## src/rtl/flash_status_ctrl.sv

```systemverilog
module flash_status_ctrl #(
  parameter logic [7:0] CMD_STATUS  = 8'h70,
  parameter logic [7:0] CMD_CLEAR   = 8'h50,
  parameter logic [7:0] CMD_SUSPEND = 8'hB0,
  parameter logic [7:0] CMD_CONFIRM = 8'hD0,
  parameter logic [7:0] CMD_ARRAY   = 8'hFF,
  parameter logic [7:0] CMD_WRITE   = 8'h40,
  parameter logic [7:0] CMD_ERASE   = 8'h20
) (
  input  logic       clk,
  input  logic       rst_n,
  input  logic       cmd_we,
  input  logic [7:0] cmd_byte,
  input  logic       ce_n,
  input  logic       oe_n,
  input  logic [7:0] array_byte,
  input  logic       eng_start,
  input  logic       eng_done,
  input  logic       eng_wr_fail,
  input  logic       eng_er_fail,
  input  logic       eng_susp,
  input  logic       eng_resume,
  input  logic       vpp_low,
  output logic       op_allow,
  output logic       op_req,
  output logic       op_erase,
  output logic       susp_req,
  output logic       resume_req,
  output logic [7:0] dq_o,
  output logic       dq_oe
);

  logic rdy, susp, e_err, w_err, v_err;
  logic st_mode, pend_wr, pend_er, eact;
  logic [7:0] lat;

  wire [7:0] status = {rdy, susp, e_err, w_err, v_err, 3'b000};
  wire rd = ~ce_n & ~oe_n;
  wire idle = rdy & ~susp;
  wire pend = pend_wr | pend_er;

  assign op_allow = ~(e_err | w_err | v_err);
  assign dq_oe = rd;
  assign dq_o = rd ? (st_mode ? lat : array_byte) : 8'h00;

  always_ff @(posedge clk) begin
    if (!rst_n) begin
      rdy <= 1'b1; susp <= 1'b0;
      e_err <= 1'b0; w_err <= 1'b0; v_err <= 1'b0;
      st_mode <= 1'b0; pend_wr <= 1'b0; pend_er <= 1'b0; eact <= 1'b0;
      op_req <= 1'b0; op_erase <= 1'b0; susp_req <= 1'b0; resume_req <= 1'b0;
      lat <= 8'h80;
    end else begin
      op_req <= 1'b0;
      susp_req <= 1'b0;
      resume_req <= 1'b0;
      if (!rd) lat <= status;
      if (cmd_we) begin
        if (pend) begin
          pend_wr <= 1'b0;
          pend_er <= 1'b0;
          st_mode <= 1'b1;
          if ((pend_wr || cmd_byte == CMD_CONFIRM) && op_allow) begin
            if (vpp_low) v_err <= 1'b1;
            else begin
              op_req <= 1'b1;
              op_erase <= pend_er;
              eact <= pend_er;
            end
          end
        end else begin
          case (cmd_byte)
            CMD_STATUS:  st_mode <= 1'b1;
            CMD_ARRAY:   if (idle) st_mode <= 1'b0;
            CMD_CLEAR:   begin e_err <= 1'b0; w_err <= 1'b0; v_err <= 1'b0; end
            CMD_WRITE:   if (idle && op_allow) pend_wr <= 1'b1;
            CMD_ERASE:   if (idle && op_allow) pend_er <= 1'b1;
            CMD_SUSPEND: if (!rdy && eact && !susp) begin susp_req <= 1'b1; st_mode <= 1'b1; end
            CMD_CONFIRM: if (susp) begin resume_req <= 1'b1; st_mode <= 1'b1; end
            default: ;
          endcase
        end
      end
      if (eng_start) rdy <= 1'b0;
      if (eng_done) begin rdy <= 1'b1; eact <= 1'b0; end
      if (eng_susp) begin rdy <= 1'b1; susp <= 1'b1; end
      if (eng_resume) begin rdy <= 1'b0; susp <= 1'b0; end
      if (eng_wr_fail) w_err <= 1'b1;
      if (eng_er_fail) e_err <= 1'b1;
    end
  end


  start_busy_chk: assert property (@(posedge clk) disable iff (!rst_n)
    (eng_start && !eng_done && !eng_susp) |=> !status[7]);


  lockout_chk: assert property (@(posedge clk) disable iff (!rst_n)
    !op_allow |=> !op_req);


  read_hold_chk: assert property (@(posedge clk) disable iff (!rst_n)
    (rd && $past(rd) && st_mode && $past(st_mode)) |-> $stable(dq_o));


  sticky_wr_chk: assert property (@(posedge clk) disable iff (!rst_n)
    (w_err && !(cmd_we && cmd_byte == CMD_CLEAR && !pend)) |=> w_err);


  suspend_bits_chk: assert property (@(posedge clk) disable iff (!rst_n)
    (eng_susp && !eng_resume && !eng_start) |=> (status[7] && status[6]));


  clear_chk: assert property (@(posedge clk) disable iff (!rst_n)
    (cmd_we && cmd_byte == CMD_CLEAR && !pend && !eng_wr_fail && !eng_er_fail)
      |=> (status[5:3] == 3'b000));

endmodule

```

## config.mk

```make
export PLATFORM = sky130hd
export DESIGN_NAME = flash_status_ctrl
export DESIGN_NICKNAME = d
export VERILOG_FILES = /design/src/rtl/flash_status_ctrl.sv
export SDC_FILE = /design/constraint.sdc
export NUM_CORES = 1
export LEC_CHECK = 0
export ABC_CLOCK_PERIOD_IN_PS = 1450
export BUFFER_PORTS_ARGS = -buffer_cell sky130_fd_sc_hd__buf_2
export CAP_MARGIN = 20
export CORE_ASPECT_RATIO = 1.4
export CORE_UTILIZATION = 42
export CTS_CLUSTER_SIZE = 28
export DETAILED_ROUTE_END_ITERATION = 12
export PLACE_DENSITY = 0.79
export SLEW_MARGIN = 15
export SYNTH_ARGS = -nofsm -noshare
export SYNTH_HDL_FRONTEND = slang
export SYNTH_SLANG_ARGS = --single-unit
```

## constraint.sdc

```tcl
create_clock -name clk -period 1.45 [get_ports clk]
set_clock_uncertainty 0.2 [all_clocks]
set_input_delay 0.145 -clock clk [delete_from_list [all_inputs] [get_ports clk]]
set_output_delay 0.145 -clock clk [all_outputs]
set_load 0.03 [all_outputs]
```

==> impl_metrics.tcl, run 1 <==
set metrics [dict create \
    status "finished, violations left" \
    highest_layer "met4" \
    clock_latency_ns 0.29 \
    num_io_pins 42 \
    antenna_found_initial 0 \
    wl_um 2670 \
    floorplan.initialDensity 0.449 \
    tightest_slew_ns 0.367 \
    synth_flop_cell "dfxtp_1" \
    drc 0 \
    grt_start_max_net_pins 18 \
    die_y_um 59.1 \
    final_common_cell "buf_2" \
    design_area_sq_mm 0.00163 \
    grt_pass1_wl_um 4240 \
    cp_num_buf_inv 0 \
    syn_nets 142 \
    finalCriticalPeriod_ns 1.57 \
    drt_iter0_markers 11 \
    crit_required_ns 1.47 \
    coreArea_sq_mm 0.00218 \
    avgSynthCellArea_sq_um 8.57 \
    htreeDepth 1 \
    syn_area_sq_um 977 \
    fin_ws_ns -0.117 \
    timing.final.crit_share 1.08 \
    port_buffers 41 \
    worstPathArrival_ns 1.59 \
    diodes 0 \
    drv_slew 0 \
    fin_util 0.748 \
    async_flop_share 0 \
    sw_frac_of_total 0.264 \
    violations "setup timing" \
    placed_cell_area_sq_mm 0.00134 \
    fin_tns_setup_ns -0.505 \
    critPathLaunchType "flop" \
    cts.reportedPaths.clkPinSlew_ns 0.10 \
    ys_seq_area_frac 0.369 \
    setup_violations 6 \
    drv_cap 0 \
    met2_length_um 1460 \
    wl_per_cell_um 13.1 \
    grt_pass1_vias 1026 \
    crit_slowest_cell "dfxtp_2" \
    gr-total-overflow 0 \
    power_density_mw_per_mm2 660 \
    fin_nets 211 \
    viasPerCell 5.32 \
    combPwrFrac 0.236 \
    synth_cells 114 \
    crit_chain "nand4bb_4, mux2i_4, a2111oi_4, a311oi_2, mux2i_1" \
    dieArea_sq_mm 0.00253 \
    p_seq_frac 0.483 \
    endpoint_kind "flop" \
    critPathMaxFanout 2 \
    ctsRootBufferMaster "clkbuf_4" \
    vias 1086 \
    largest_reg_flops 5 \
    hold_ws_ns 0.00188 \
    drive_gt1_frac 0.516 \
    ys.warnings.count 0 \
    ys_seq_elements 18 \
    dr.pass1.iters 4 \
    finalHoldViolCount 0 \
    cellInternalPower_mw 0.791 \
    hpwl_um 1890 \
    synth_edf_count 0 \
    wl_met1_um 986 \
    grt_util_all_layers 0.225 \
    p_total_mw 1.07 \
    cts_buffers 3 \
    hold_path_class "in -> reg" \
    core.rowCount 20 \
    largest_register "lat" \
    area_growth_pct 66.7 \
    met3_length_um 125 \
    clock.fmax_mhz 638 \
    grt_setup_unrepaired "true" \
    switchingPower_mw 0.283 \
    gp_congestion 0.868 \
    clkSinkCount 18 \
    vdd_drop_max_v 0.000688 \
    ys_types 32 \
    cp_slowest_stage_delay_ns 0.33 \
    route.antenna.remaining_nets 0 \
    die_x_um 42.8 \
    final_cell_mix "buf_2 (32), buf_4 (17), nand2_1 (16)" \
    critPathKind "reg -> reg" \
    p_clk_frac 0.281 \
    cts.path.max_buffers 2 \
    cellLeakagePower_nw 0.730 \
    tritoncts "done" \
    max_slew_margin 0.754 \
    crit_family "multiplexers" \
]
[layer usage]
| layer | global-route usage | vias to the layer above |
|---|---|---|
| li1 | - | 537 |
| met5 | 0 | - |
| met2 | 0.431 | 42 |
| met4 | 0.156 | 0 |
| met1 | 0.210 | 497 |
| met3 | 0.0396 | 10 |
[synth_stat cells (all sizes together), types with 3 or more instances]
master / instances / share of area
mux2i: 9 / 0.092
clkbuf: 4 / 0.015
a21oi: 3 / 0.015
nand2: 16 / 0.061
nor2b: 3 / 0.019
and3: 3 / 0.019
inv: 6 / 0.023
nand3: 6 / 0.031
and2: 3 / 0.019
a21boi: 4 / 0.031
dfxtp: 18 / 0.37
nor3b: 3 / 0.023
nor2: 14 / 0.054
[worst min-delay path, stage by stage]
cell      delay (ns)
buf_2           0.10
inv_1           0.04
a211oi_1        0.05
o21ai_0         0.13
[area by class of cell]
| type | count | area, sq um |
|---|---|---|
| Multi-Input combinational cell | 86 | 682 |
| Inverter | 6 | 22.5 |
| Sequential cell | 18 | 370 |
| Tap cell | 22 | 27.5 |
| Fill cell | 165 | 548 |
| Timing Repair Buffer | 68 | 490 |
| Clock buffer | 4 | 36.3 |
[power groups by stage]
stage	combinational (mW)	clock [mW]	sequential, mW
2_1_floorplan	0.102	0	0.529
4_1_cts	0.241	0.314	0.517
3_3_place_gp	0.192	0	0.529
6_report	0.254	0.302	0.519
3_5_place_dp	0.196	0	0.530
5_1_grt	0.273	0.334	0.521
[per-stage QoR]
step	instances	setup slack, ns
2_1_floorplan	114	-0.0397
3_3_place_gp	189	-0.183
3_5_place_dp	189	-0.249
4_1_cts	204	-0.119
5_1_grt	204	-0.177
6_report	204	-0.117
[path summary, 6_finish.rpt]
| kind | start | to | slack, ns | depth (start not counted) |
|---|---|---|---|---|
| worst max-delay path | susp$_SDFFE_PP0P_ | st_mode$_SDFFE_PN0P_ | -0.12 | 5 |
| worst min-delay path | eng_start | rdy$_SDFFE_PN1P_ | 0.002 | 4 |
| worst max register to register | susp$_SDFFE_PP0P_ | st_mode$_SDFFE_PN0P_ | -0.12 | 5 |
| worst min register to register | lat[3]$_SDFFE_PN0N_ | lat[3]$_SDFFE_PN0N_ | 0.28 | 2 |
[cell families after synthesis]
kind of cell,synth area share
muxes,0.0922
and+or+nand+nor,0.364
DFF,0.369
AOI/OAI and AO/OA,0.137
buffers and inverters,0.0384
[what timing repair did]
action / in CTS / in global routing
hold buffers: 9 / 0
endpoints found under the setup margin: 11 / 17
pin swaps: 1 / 5
gates resized for setup: 26 / 14
endpoints found under the hold margin: 8 / 0
setup buffers: 2 / 0
No activity file was read; power rests on OpenSTA's default activity.
==> inputs of run 2 (changes only) <==
ABC_AREA = 1   (was default)
==> impl_metrics.tcl, run 2 <==
set metrics [dict create \
    cp_slowest_stage_delay_ns 0.37 \
    crit_required_ns 1.11 \
    cts_buffers 3 \
    route.antenna.remaining_nets 0 \
    cts.path.max_buffers 2 \
    multi_input_area_sq_um 618 \
    ys_seq_area_frac 0.365 \
    cts.reportedPaths.clkPinSlew_ns 0.10 \
    ys_seq_elements 18 \
    async_flop_share 0 \
    final_common_cell "nand2_1" \
    critPathLaunchType "flop" \
    p_seq_frac 0.487 \
    syn_area_sq_um 988 \
    nFillCells 172 \
    largest_reg_flops 5 \
    critPathKind "reg -> out" \
    finalCriticalPeriod_ns 1.47 \
    sw_frac_of_total 0.279 \
    worst-r2r-setup-slack_ns 0.01 \
    drt_iter0_markers 25 \
    clock.fmax_mhz 679 \
    die_y_um 59.4 \
    tritoncts "done" \
    crit_chain "nor3_4, buf_6" \
    crit_slowest_cell "dfxtp_4" \
    wl_per_cell_um 11.9 \
    grt_pass1_wl_um 4460 \
    switchingPower_mw 0.299 \
    combPwrFrac 0.226 \
    port_buffers 41 \
    fin_nets 246 \
    vias 1223 \
    syn_nets 182 \
    synth_edf_count 0 \
    gr-total-overflow 0 \
    max_slew_margin 0.655 \
    ys_top_cells_by_count "nand2_1 (40), nor2_1 (25), dfxtp_1 (18), a21oi_1 (17), inv_1 (17)" \
    cp_num_buf_inv 1 \
    final_cell_mix "nand2_1 (36), buf_2 (32), nor2_1 (18)" \
    clock_latency_ns 0.30 \
    hpwl_um 1860 \
    finalHoldViolCount 1 \
    num_io_pins 42 \
    synth_top_area_frac 0.365 \
    gp_congestion 0.908 \
    grt_start_max_net_pins 15 \
    hold_ws_ns -0.0121 \
    crit_family "flip-flops" \
    status "finished, violations left" \
    fin_ws_ns -0.0226 \
    endpoint_kind "output port" \
    synth.most_common_cell "nand2_1" \
    avgSynthCellArea_sq_um 6.42 \
    vdd_drop_max_v 0.000472 \
    critPathMaxFanout 4 \
    grt_setup_unrepaired "true" \
    seqCellArea_sq_um 372 \
    coreArea_sq_mm 0.00220 \
    htreeDepth 1 \
    antenna_found_initial 0 \
    floorplan.initialDensity 0.449 \
    dieArea_sq_mm 0.00255 \
    grt_pass1_vias 1137 \
    setup_violations 4 \
    synthTopCellsByArea "dfxtp_1 (36%), nand2_1 (15%), nor2_1 (9.5%)" \
    core.rowCount 20 \
    clkSinkCount 18 \
    worstPathArrival_ns 1.13 \
    ctsRootBufferMaster "clkbuf_4" \
    synth_cells 154 \
    grt_util_all_layers 0.228 \
    hold_path_class "in -> reg" \
    area_growth_pct 59.1 \
    viasPerCell 5.12 \
    die_x_um 43 \
    design_area_sq_mm 0.00157 \
    drive_gt1_frac 0.433 \
    timing.final.crit_share 1.02 \
    drv_slew 0 \
    placed_cell_area_sq_mm 0.00126 \
    violations "hold timing, setup timing" \
    tightest_slew_ns 0.517 \
    cellLeakagePower_nw 0.751 \
    drc 0 \
    wl_um 2850 \
    ys_types 20 \
    post-synth-top-area-cell "dfxtp_1" \
    p_clk_frac 0.287 \
    diodes 0 \
    power_density_mw_per_mm2 682 \
    ys.warnings.count 0 \
    largest_register "lat" \
    dr.pass1.iters 4 \
    synth_flop_cell "dfxtp_1" \
    drv_cap 0 \
    cellInternalPower_mw 0.773 \
    fin_util 0.714 \
    fin_tns_setup_ns -0.0489 \
]
==> run 2: changes by cell type after synthesis, moves of 4 or more <==
cell      change
nand2_1      +24
a21oi_1      +14
inv_1        +11
nor2_1       +11
mux2i_1       -9
a21boi_0      -4
clkbuf_1      -4
nor3_1        +4
o21ai_0       +4
==> run 2: logic make-up (layout without fill, tap and decap cells) <==
kind of cell	after synthesis	count (layout)	share of synthesized area
buffers and inverters	21	84	0.0810
AOI/OAI and AO/OA	25	25	0.148
and+or+nand+nor	90	90	0.406
DFF	18	18	0.365
==> run 2: power groups by stage <==
stage	Sequential [mW]	Combinational (mW)	Clock, mW
after floorplan	0.530	0.111	0
after global placement	0.533	0.180	0
after detailed placement	0.533	0.186	0
after CTS	0.520	0.220	0.305
after global routing	0.524	0.265	0.337
final	0.522	0.243	0.308
==> run 2: worst register-to-register path, delay by kind of cell (launching register included) <==
family	cells	cell delay, ns
DFF	1	0.37
and+or+nand+nor	3	0.52
AOI/OAI and AO/OA	2	0.30
==> run 2: what timing repair did <==
action                     in CTS  in global routing
resized for setup              16                 26
setup endpoints to repair       9                 15
buffers inserted                0                  6
hold buffers                   12                  0
pin swaps                       1                 11
hold endpoints to repair       14                  0
==> run 2: path summary, 6_finish.rpt <==
path | from | to | cells past startpoint
max | w_err$_SDFFE_PN0P_ | op_allow | 2
min | eng_start | rdy$_SDFFE_PN1P_ | 4
max reg2reg | w_err$_SDFFE_PN0P_ | pend_er$_SDFFE_PN0P_ | 5
min reg2reg | op_erase$_SDFFE_PN0P_ | op_erase$_SDFFE_PN0P_ | 2
==> run 2: metal layers <==
layer  vias to the layer above  GRT usage  wire [um]
met3                         9     0.0152        148
met5                         -          0          0
met4                         0     0.0909         78
met2                        52      0.465       1600
met1                       544      0.233       1020
li1                        618          -          -
==> run 2: area by class of cell <==
cell class                      count  share of cell area
Multi-Input combinational cell    115               0.393
Sequential cell                    18               0.236
Timing Repair Buffer               60               0.276
Clock buffer                        4              0.0231
Inverter                           20              0.0541
Tap cell                           22              0.0175
==> run 2: per-stage QoR <==
step,cells,setup slack (ns),total power [mW],hold WS [ns]
3_5_place_dp,217,0.0428,0.719,0.130
2_1_floorplan,154,-0.0284,0.642,0.0212
3_3_place_gp,217,0.101,0.713,0.123
4_1_cts,233,0.00232,1.05,0.00574
5_1_grt,239,-0.0762,1.13,0.0544
6_report,239,-0.0226,1.07,-0.0121
